`config.mk`:
```
export PLATFORM = sky130hd
export DESIGN_NAME = rchg_sched
export DESIGN_NICKNAME = d
export VERILOG_FILES = /design/src/rtl/rchg_pkg.sv /design/src/rtl/rchg_regs.sv /design/src/rtl/rchg_period.sv /design/src/rtl/rchg_timer.sv /design/src/rtl/rchg_monitor.sv /design/src/rtl/rchg_sched.sv
export SDC_FILE = /design/constraint.sdc
export NUM_CORES = 1
export LEC_CHECK = 0
export ABC_AREA = 0
export ABC_CLOCK_PERIOD_IN_PS = 5620
export BUFFER_PORTS_ARGS = -buffer_cell sky130_fd_sc_hd__buf_2
export CAP_MARGIN = 15
export CELL_PAD_IN_SITES_DETAIL_PLACEMENT = 2
export CELL_PAD_IN_SITES_GLOBAL_PLACEMENT = 2
export CORE_MARGIN = 4
export CORE_UTILIZATION = 36
export DETAILED_ROUTE_END_ITERATION = 10
export PLACE_DENSITY_LB_ADDON = 0.1
export SYNTH_ARGS = -nofsm -noshare
export SYNTH_HDL_FRONTEND = slang
export SYNTH_SLANG_ARGS = --single-unit
```
`constraint.sdc`:
```
create_clock -name clk -period 5.62 [get_ports clk]
set_input_delay 0.281 -clock clk [delete_from_list [all_inputs] [get_ports clk]]
set_output_delay 0.281 -clock clk [all_outputs]
set_load 0.05 [all_outputs]
```
`src/rtl/rchg_pkg.sv`:
```
package rchg_pkg;
    localparam int MAN_W    = 5;
    localparam int EXP_W    = 3;
    localparam int PER_W    = MAN_W + 1 + (1 << EXP_W) - 1;
    localparam int DATA_W   = 32;
    localparam int CFG_W    = 2 + 2 * (MAN_W + EXP_W);
    localparam int HIST_LSB = 20;

    typedef enum logic [1:0] {
        RM_OFF    = 2'd0,
        RM_STATIC = 2'd1,
        RM_ADAPT  = 2'd2,
        RM_COMP   = 2'd3
    } rmode_e;

    typedef struct packed {
        logic [EXP_W-1:0] ex;
        logic [MAN_W-1:0] man;
    } mant_exp_t;

    typedef struct packed {
        rmode_e    mode;
        mant_exp_t per;
        mant_exp_t lim;
    } rcfg_t;

    function automatic logic [PER_W-1:0] me_ticks(input mant_exp_t f);
        logic [PER_W-1:0] b;
        b = PER_W'(f.man) + PER_W'(1);
        return b << f.ex;
    endfunction

    function automatic logic [PER_W-1:0] per_min(input logic [PER_W-1:0] a,
                                                  input logic [PER_W-1:0] b);
        return (a < b) ? a : b;
    endfunction

    function automatic logic timed_mode(input rmode_e m);
        return (m == RM_STATIC) || (m == RM_ADAPT);
    endfunction
endpackage

```
`src/rtl/rchg_regs.sv`:
```
module rchg_regs
    import rchg_pkg::*;
#(
    parameter int GAP_W  = 16,
    parameter int HIST_W = 4
) (
    input  logic              clk,
    input  logic              rst,
    input  logic              wr_en,
    input  logic              addr,
    input  logic [DATA_W-1:0] wdata,
    input  logic [HIST_W-1:0] hist,
    input  logic [GAP_W-1:0]  gap,
    output rcfg_t             cfg_q,
    output rcfg_t             cfg_d,
    output logic              cfg_wr,
    output logic              stat_clr,
    output logic [DATA_W-1:0] rdata
);
    logic unused_hi;
    assign unused_hi = ^wdata[DATA_W-1:CFG_W];

    assign cfg_wr   = wr_en && !addr;
    assign stat_clr = wr_en && addr;
    assign cfg_d    = cfg_wr ? rcfg_t'(wdata[CFG_W-1:0]) : cfg_q;

    always_ff @(posedge clk) begin
        if (rst) cfg_q <= '0;
        else     cfg_q <= cfg_d;
    end

    always_comb begin
        rdata = '0;
        if (!addr) begin
            rdata[CFG_W-1:0] = cfg_q;
        end else begin
            rdata[GAP_W-1:0]           = gap;
            rdata[HIST_LSB +: HIST_W]  = hist;
        end
    end


    cfg_hold_chk: assert property (@(posedge clk) disable iff (rst)
        !cfg_wr |=> $stable(cfg_q));
endmodule

```
`src/rtl/rchg_period.sv`:
```
module rchg_period
    import rchg_pkg::*;
(
    input  logic             clk,
    input  logic             rst,
    input  logic             cfg_wr,
    input  rcfg_t            cfg_d,
    input  rcfg_t            cfg_q,
    input  logic             evt,
    input  logic             vok,
    output logic [PER_W-1:0] per_use
);
    logic [PER_W-1:0] cur_q, base_d, base_q, lim_q, step, grow, grow_c, half, shrink;

    assign base_d = per_min(me_ticks(cfg_d.per), me_ticks(cfg_d.lim));
    assign lim_q  = me_ticks(cfg_q.lim);
    assign base_q = per_min(me_ticks(cfg_q.per), lim_q);
    assign step   = PER_W'(1) << cfg_q.per.ex;
    assign grow   = cur_q + step;
    assign grow_c = (grow > lim_q) ? lim_q : grow;
    assign half   = cur_q >> 1;
    assign shrink = (half == '0) ? PER_W'(1) : half;

    always_ff @(posedge clk) begin
        if (rst)
            cur_q <= PER_W'(1);
        else if (cfg_wr)
            cur_q <= base_d;
        else if (evt && cfg_q.mode == RM_ADAPT)
            cur_q <= vok ? grow_c : shrink;
    end

    assign per_use = (cfg_q.mode == RM_ADAPT) ? cur_q : base_q;


    cur_in_range_chk: assert property (@(posedge clk) disable iff (rst)
        (cur_q >= PER_W'(1)) && (cur_q <= lim_q));

    shrink_on_low_chk: assert property (@(posedge clk) disable iff (rst)
        (evt && !vok && cfg_q.mode == RM_ADAPT) |=>
            (cur_q < $past(cur_q)) || (cur_q == PER_W'(1)));
endmodule

```
`src/rtl/rchg_timer.sv`:
```
module rchg_timer
    import rchg_pkg::*;
#(
    parameter int GAP_W = 16
) (
    input  logic             clk,
    input  logic             rst,
    input  logic             tick,
    input  logic             vok,
    input  logic             cfg_wr,
    input  rmode_e           mode,
    input  logic [PER_W-1:0] per_use,
    output logic             evt,
    output logic [GAP_W-1:0] elapsed,
    output logic             req
);
    localparam logic [GAP_W-1:0] GAP_MAX = '1;

    logic [GAP_W-1:0] since_q;
    logic [GAP_W:0]   nxt;
    logic             due;

    assign nxt     = {1'b0, since_q} + (GAP_W+1)'(1);
    assign elapsed = (since_q == GAP_MAX) ? GAP_MAX : nxt[GAP_W-1:0];
    assign due     = nxt >= (GAP_W+1)'(per_use);

    always_comb begin
        evt = 1'b0;
        if (tick && !cfg_wr) begin
            if (timed_mode(mode))    evt = due;
            else if (mode == RM_COMP) evt = !vok;
        end
    end

    always_ff @(posedge clk) begin
        if (rst || cfg_wr || mode == RM_OFF)
            since_q <= '0;
        else if (tick)
            since_q <= evt ? '0 : elapsed;
    end

    always_ff @(posedge clk) begin
        if (rst) req <= 1'b0;
        else     req <= evt;
    end


    evt_on_tick_chk: assert property (@(posedge clk) disable iff (rst)
        evt |-> tick);

    off_quiet_chk: assert property (@(posedge clk) disable iff (rst)
        (mode == RM_OFF) |-> !evt);

    count_below_period_chk: assert property (@(posedge clk) disable iff (rst)
        timed_mode(mode) |-> (since_q < GAP_W'(per_use)));

    req_after_tick_chk: assert property (@(posedge clk) disable iff (rst)
        req |-> $past(tick));
endmodule

```
`src/rtl/rchg_monitor.sv`:
```
module rchg_monitor #(
    parameter int GAP_W  = 16,
    parameter int HIST_W = 4
) (
    input  logic              clk,
    input  logic              rst,
    input  logic              evt,
    input  logic              vok,
    input  logic [GAP_W-1:0]  elapsed,
    input  logic              stat_clr,
    output logic [HIST_W-1:0] hist,
    output logic [GAP_W-1:0]  gap
);
    for (genvar i = 0; i < HIST_W; i++) begin : g_hist
        always_ff @(posedge clk) begin
            if (rst)      hist[i] <= 1'b0;
            else if (evt) hist[i] <= (i == 0) ? vok : hist[(i == 0) ? 0 : i-1];
        end
    end

    always_ff @(posedge clk) begin
        if (rst || stat_clr)
            gap <= '0;
        else if (evt && vok && elapsed > gap)
            gap <= elapsed;
    end


    hist_hold_chk: assert property (@(posedge clk) disable iff (rst)
        !evt |=> $stable(hist));

    gap_clear_chk: assert property (@(posedge clk) disable iff (rst)
        stat_clr |=> (gap == '0));

    gap_monotone_chk: assert property (@(posedge clk) disable iff (rst)
        !stat_clr |=> (gap >= $past(gap)));
endmodule

```
`src/rtl/rchg_sched.sv`:
```
module rchg_sched
    import rchg_pkg::*;
#(
    parameter int GAP_W  = 16,
    parameter int HIST_W = 4
) (
    input  logic              clk,
    input  logic              rst,
    input  logic              tick,
    input  logic              vok,
    input  logic              reg_wr,
    input  logic              reg_addr,
    input  logic [DATA_W-1:0] reg_wdata,
    output logic [DATA_W-1:0] reg_rdata,
    output logic              rchg_req
);
    rcfg_t             cfg_q, cfg_d;
    logic              cfg_wr, stat_clr, evt;
    logic [PER_W-1:0]  per_use;
    logic [GAP_W-1:0]  elapsed, gap;
    logic [HIST_W-1:0] hist;

    rchg_regs #(.GAP_W(GAP_W), .HIST_W(HIST_W)) u_regs (
        .clk(clk), .rst(rst), .wr_en(reg_wr), .addr(reg_addr), .wdata(reg_wdata),
        .hist(hist), .gap(gap), .cfg_q(cfg_q), .cfg_d(cfg_d), .cfg_wr(cfg_wr),
        .stat_clr(stat_clr), .rdata(reg_rdata)
    );

    rchg_period u_period (
        .clk(clk), .rst(rst), .cfg_wr(cfg_wr), .cfg_d(cfg_d), .cfg_q(cfg_q),
        .evt(evt), .vok(vok), .per_use(per_use)
    );

    rchg_timer #(.GAP_W(GAP_W)) u_timer (
        .clk(clk), .rst(rst), .tick(tick), .vok(vok), .cfg_wr(cfg_wr),
        .mode(cfg_q.mode), .per_use(per_use), .evt(evt), .elapsed(elapsed),
        .req(rchg_req)
    );

    rchg_monitor #(.GAP_W(GAP_W), .HIST_W(HIST_W)) u_mon (
        .clk(clk), .rst(rst), .evt(evt), .vok(vok), .elapsed(elapsed),
        .stat_clr(stat_clr), .hist(hist), .gap(gap)
    );
endmodule

```
==> out/summary.txt, run 1 <==
Hold_buf cts: 0
Wirelength per Cell: 23.0 µm
Worst-path clk slew: 70 ps
Total negative slack: -29.3 ps
Number of global-route vias before repair: 8,272
Initial antenna violation count: 0
Cell row count: 53
Max_cap viols: 0
Largest net degree at the start of global routing: 36
DR DRC count: 0
Ratio of final minimum period to clock period: 100%
Worst path required time: 5830 ps
Core area: 0.0210 mm²
Post-synth EDFFs: 0
Maximum clock frequency: 0.177 GHz
Syn_area_per_cell: 7.49 µm²
CTS Sinks: 68
Sequential fraction of the synthesis area: 17.7%
Clk buf depth: 2
Layout cells sized above 1: 21.8%
Die Width: 154 µm
Startpoint types: register
NumNets Final: 1,224
Slew @ Worst Pin: 794 ps
Design area: 0.00917 mm²
DR vias: 8,007
Worst skew pair latency: 350 ps
Ys Warns: 0
CP max stage delay: 490 ps
Crit path max-delay family: compound AO/OA/AOI/OAI gates
First-pass GRT wire length: 47,800 µm
Post-Syn Instances: 1,026
Final setup margin: -17.5 ps
Status: finished with violations
Fraction of registers with async set/reset: 0%
Hold Violations, Final: 0
Primary FF master, synth: dfxtp_1
Largest family of logic cells by synthesized area: simple AND/OR/NAND/NOR gates
Post-DP HPWL: 24,200 µm
Die extent in y: 154 µm
Final Max Slew Viols: 0
Vias per cell: 5.79
HP Class: in2reg
H-Tree Depth: 3
Synth Area in Adders: 13.6%
Final setup vio count: 2
Worst-path fanout max: 8
Max-slew headroom: 47.1%
Unrepaired setup endpoints after global routing: true
WP buf/inv: 5
Setup CP Type: reg2reg
#FFs+latches synth: 68
Dpl cell area: 0.00844 mm²
Top-area cell type share of the netlist area: 17.7%
Initial Util: 36.6%
Die area: 0.0238 mm²
Crit path top cell by count: buf_6
TritonCTS clock tree: built
Tot GR Track Use: 25.4%
Arrival time worst endpoint: 5850 ps
I/O pins: 71
CTS root buf: clkbuf_16
Grt ovf: 0
Failing checks: setup timing
Synth Area in XOR/XNOR: 3.42%
Tmin final: 5640 ps
Placer Congestion: 0.932
Port Buffers: 46
Antenna cells: 0
Drt first pass iters: 4
Area contributors post-synth: dfxtp_1, ha_1, mux2i_1
TritonCTS buffer count: 9
Synth Area in Compound Gates: 20.8%
Area growth syn-to-layout: 19.2%
Hold_ws: 168 ps
Mux contribution to synthesized area: 12.3%
Total Wirelength: 31,800 µm
First-iteration detailed-routing DRC count: 359
Worst IR Drop VDD: 127 µV
Synth Area in Simple Gates: 25.1%
Commonest cells post-synth: nor2_1, nand2_1, ha_1, dfxtp_1, a21oi_1
Pwr dens: 208 mW/mm²
Routed Antenna Nets: 0
Worst Skew: 13.8 ps
Worst setup EP type: register
Distinct cells, synth: 76
Top cell type by total area after synthesis: dfxtp_1
Post-synthesis cell area: 0.00769 mm²
Leak pwr: 3.87 nW
CP max stage cell: mux4_2
Count leader, synth: nor2_1
[stage by stage]
step / setup WS (ps) / total power, mW / util [%] / instances
floorplan: 509 / 0.985 / - / 1035
global placement: -33.5 / 1.18 / 40.1 / 1348
detailed placement: -158 / 1.20 / 40.1 / 1348
CTS: 25.8 / 1.85 / 41.9 / 1367
global route: -199 / 2.01 / 43.6 / 1383
finish: -17.5 / 1.91 / 43.6 / 1383
[cells in the final DEF, fill, tap and decap left out, drive strengths merged, types with 38 or more instances in the layout]
master	n
o21ai	47
nor2	109
mux2i	60
a21oi	68
nand2b	38
nand2	89
inv	49
ha	82
buf	127
nand3	47
dfxtp	68
[layer usage]
metal  vias up  global-route usage, %  wire length, µm
li1       3838                      -                -
met1      4037                   34.8            15000
met2       106                   43.3            15500
met3        26                   2.62              806
met4         0                   5.30              484
met5         -                      0                0
[worst reg2reg max path: cells and delay by family (launching register included)]
family	cells	cell delay, ps
and+or+nand+nor	4	580
buffers and inverters	5	870
muxes	4	1050
AOI/OAI and AO/OA	10	1730
xor gates and xnor gates	1	180
adders and majority gates	3	740
DFF	1	360
[logic make-up (layout without fill, tap and decap cells)]
| kind of cell | after synthesis | in the layout |
|---|---|---|
| compound gates | 244 | 244 |
| xor+xnor | 30 | 30 |
| fa+ha+maj | 83 | 83 |
| buf+inv | 121 | 192 |
| flops | 68 | 68 |
| mux | 89 | 89 |
| other cells | 1 | 10 |
| simple gates | 390 | 392 |
[where the power goes]
part           switching, mW  internal (mW)
Clock                  0.255          0.391
Sequential            0.0300          0.495
Combinational          0.439          0.300
Total                  0.723           1.19
[area by class of cell]
cell class                 instances  area [µm²]
fill                            2430       11900
multi-input combinational        848        6070
sequential                        68        1380
timing repair buffer             127         862
tap                              275         344
clock buffer                       9         225
inverter                          49         184
clock inverter                     7        97.6
[sequential cells by signal, indices dropped and copies added, names as in the netlist]
name and cells:
u_mon.hist 4, u_timer.req 1, u_regs.cfg_q 18, u_period.cur_q 13, u_timer.since_q 16, u_mon.gap 16
[worst paths after layout]
| path | from | to | slack, ps | depth (start not counted) |
|---|---|---|---|---|
| hold / removal | reg_wdata[17] | u_regs.cfg_q[17] | 170 | 3 |
| setup reg to reg | u_regs.cfg_q[0] | u_mon.gap[9] | -20 | 27 |
| hold reg to reg | u_regs.cfg_q[16] | u_regs.cfg_q[16] | 490 | 2 |
| setup / recovery | u_regs.cfg_q[0] | u_mon.gap[9] | -20 | 27 |
[what timing repair did]
action | 4_1_cts | 5_1_grt
buffers inserted | 3 | 15
gates cloned | 0 | 3
gates resized for setup | 8 | 66
endpoints found under the setup margin | 35 | 49
pin swaps | 0 | 28
Power figures use the tool's default switching activity.
==> run 2, diff against run 1 <==
--- a/config.mk
+++ b/config.mk
@@ -6,9 +6,8 @@
 export NUM_CORES = 1
 export LEC_CHECK = 0
 export ABC_AREA = 0
-export ABC_CLOCK_PERIOD_IN_PS = 5620
+export ABC_CLOCK_PERIOD_IN_PS = 5400
 export BUFFER_PORTS_ARGS = -buffer_cell sky130_fd_sc_hd__buf_2
-export CAP_MARGIN = 15
 export CELL_PAD_IN_SITES_DETAIL_PLACEMENT = 2
 export CELL_PAD_IN_SITES_GLOBAL_PLACEMENT = 2
 export CORE_MARGIN = 4
==> constraint.sdc (replaced) <==
create_clock -name clk -period 5.4 [get_ports clk]
set_input_delay 0.27 -clock clk [delete_from_list [all_inputs] [get_ports clk]]
set_output_delay 0.27 -clock clk [all_outputs]
set_load 0.05 [all_outputs]
==> run 2 against run 1 <==
The run still ends with setup timing left. First-iteration DRC count increased by 16%. Sequential cell count unchanged. Via count increased by 3.8%. Critical endpoint is now u_period.cur_q[10]. Largest cell class unchanged.
==> out/summary.txt, run 2 (same netlist as run 1, synthesis figures left out) <==
Reg-to-Reg End: u_period.cur_q[10]
Placer Congestion: 0.863
Sw frac: 39.1%
Unrepaired setup endpoints after global routing: true
Clk buf depth: 2
DR DRC count: 0
Wirelength per Cell: 25.2 µm
Layout cells sized above 1: 22.8%
Antenna cells: 0
Arrival time worst endpoint: 5800 ps
DR vias: 8,309
Setup CP Type: reg2reg
Total Wirelength: 35,000 µm
H-Tree Depth: 3
Post-DP HPWL: 24,500 µm
Non-filler cells in the finished layout: 1,391
CTS root buf: clkbuf_16
Total power: 1.97 mW
Startpoint types: register
R2R setup slack: -140 ps
Worst path required time: 5660 ps
FILL cells: 2,385
Worst R2R Start: u_regs.cfg_q[0]
Failing checks: setup timing
Number of global-route vias before repair: 8,622
Largest Register: u_regs.cfg_q
CP max stage cell: dfxtp_4
Dpl cell area: 0.00847 mm²
Grt ovf: 0
Crit path max-delay family: compound AO/OA/AOI/OAI gates
Final setup vio count: 20
NumNets Final: 1,233
Vias per cell: 5.97
Tmin final: 5540 ps
TritonCTS clock tree: built
Most common cell after layout, fill and taps aside: nor2_1
Leak pwr: 3.91 nW
Initial antenna violation count: 0
Placed insts: 1,353
Cell row count: 53
First-iteration detailed-routing DRC count: 417
Worst-path fanout max: 6
Beginning of the worst hold path: reg_wdata[16]
Worst-path clk slew: 60 ps
Commonest non-fill, non-tap cells in the layout: nor2_1, nand2_1, buf_4, ha_1, a21oi_1
WP buf/inv: 6
Hold Path Stages: 3
Net switching power: 769 µW
Max-slew headroom: 51.1%
Tot GR Track Use: 26.4%
R2R depth: 26
Routed Antenna Nets: 0
Pwr dens: 211 mW/mm²
HP Class: in2reg
Worst skew pair latency: 350 ps
Max_cap viols: 0
Internal Power: 1.20 mW
Layout Utilization: 44.4%
Initial Util: 36.6%
Design area: 0.00933 mm²
Worst setup EP type: register
Drt first pass iters: 5
Sequential Power Share: 27.9%
Hold Violations, Final: 0
Clock network fraction of design power: 31.8%
Comb pwr share: 40.3%
First-pass GRT wire length: 49,600 µm
TritonCTS buffer count: 9
Number of flip-flops in the largest register: 18
Final Max Slew Viols: 0
Regs by FF count: u_regs.cfg_q x18, u_mon.gap x16, u_timer.since_q x16
Worst Skew: 16.6 ps
Worst Hold Path EP: u_regs.cfg_q[16]
Worst IR Drop VDD: 129 µV
Status: finished with violations
CP max stage delay: 360 ps
Area growth syn-to-layout: 21.3%
Final setup margin: -139 ps
Ratio of final minimum period to clock period: 103%
Die area: 0.0238 mm²
Die Width: 154 µm
Core area: 0.0210 mm²
Largest net degree at the start of global routing: 36
Maximum clock frequency: 0.181 GHz
I/O pins: 71
Port Buffers: 46
Slew @ Worst Pin: 734 ps
CTS Sinks: 68
Die extent in y: 154 µm
-- run 2: worst max path at each step --
stage / startpoint / to / slack (ps) / cells after the start
floorplan: u_regs.cfg_q[5] / u_period.cur_q[11] / 290 / 25
global placement: u_regs.cfg_q[0] / u_mon.gap[10] / -90 / 25
detailed placement: u_regs.cfg_q[8] / u_mon.gap[3] / -310 / 25
CTS: u_regs.cfg_q[0] / u_period.cur_q[10] / 0.2 / 26
global route: u_regs.cfg_q[5] / u_period.cur_q[10] / -460 / 25
finish: u_regs.cfg_q[0] / u_period.cur_q[10] / -140 / 26
-- run 2: worst reg2reg max path, cell delays in order (launching register included) --
cell and delay [ps]:
dfxtp_4 360, buf_6 130, buf_4 150, a41o_1 250
nand3_1 100, o21ai_0 180, buf_4 200, a22oi_1 250
ha_1 320, and4_1 230, a221o_1 320, a31oi_2 180
o21ai_2 120, buf_6 160, mux2_4 310, mux2i_1 150
ha_1 170, o211ai_1 110, nor4_1 300, a21oi_1 130
a21oi_2 190, o41ai_4 90, buf_4 180, or2_4 280
buf_6 140, a211o_1 280, a31oi_1 170
-- run 2: what timing repair did --
| action | 4_1_cts | 5_1_grt |
|---|---|---|
| hold buffers | 0 | 0 |
| setup buffers | 3 | 17 |
| cloned | 2 | 1 |
| setup endpoints to repair | 46 | 48 |
| pin swaps | 12 | 33 |
| resized for setup | 34 | 58 |
-- run 2: final cells by class --
type	count	area, µm²	area share, %
clock buffer	11	243	2.60
clock inverter	4	50.0	0.537
inverter	49	184	1.97
multi-input combinational	846	6170	66.2
sequential	68	1380	14.8
tap	275	344	3.69
timing repair buffer	138	956	10.2
-- run 2: power by group through the flow --
stage	clock [mW]	combinational, mW	sequential (mW)
after detailed placement	0	0.698	0.555
final	0.626	0.793	0.549
after global routing	0.656	0.858	0.550
after CTS	0.629	0.727	0.545
after global placement	0	0.680	0.554
after floorplan	0	0.487	0.538
-- run 2: routing by layer --
layer / track usage [%] / vias to the layer above / routed length, µm
met2: 43.0 / 210 / 16900
met3: 2.59 / 86 / 1150
met5: 0 / - / 0
met1: 35.6 / 4157 / 15500
met4: 11.1 / 0 / 1530
li1: - / 3856 / -
-- run 2: metrics by stage --
step	hold slack, ps	setup TNS, ps	setup slack (ps)
after floorplan	406	0	289
after global placement	474	-1060	-93.8
after detailed placement	486	-6550	-307
after CTS	146	0	0.171
after global routing	168	-12480	-457
final	160	-1440	-139
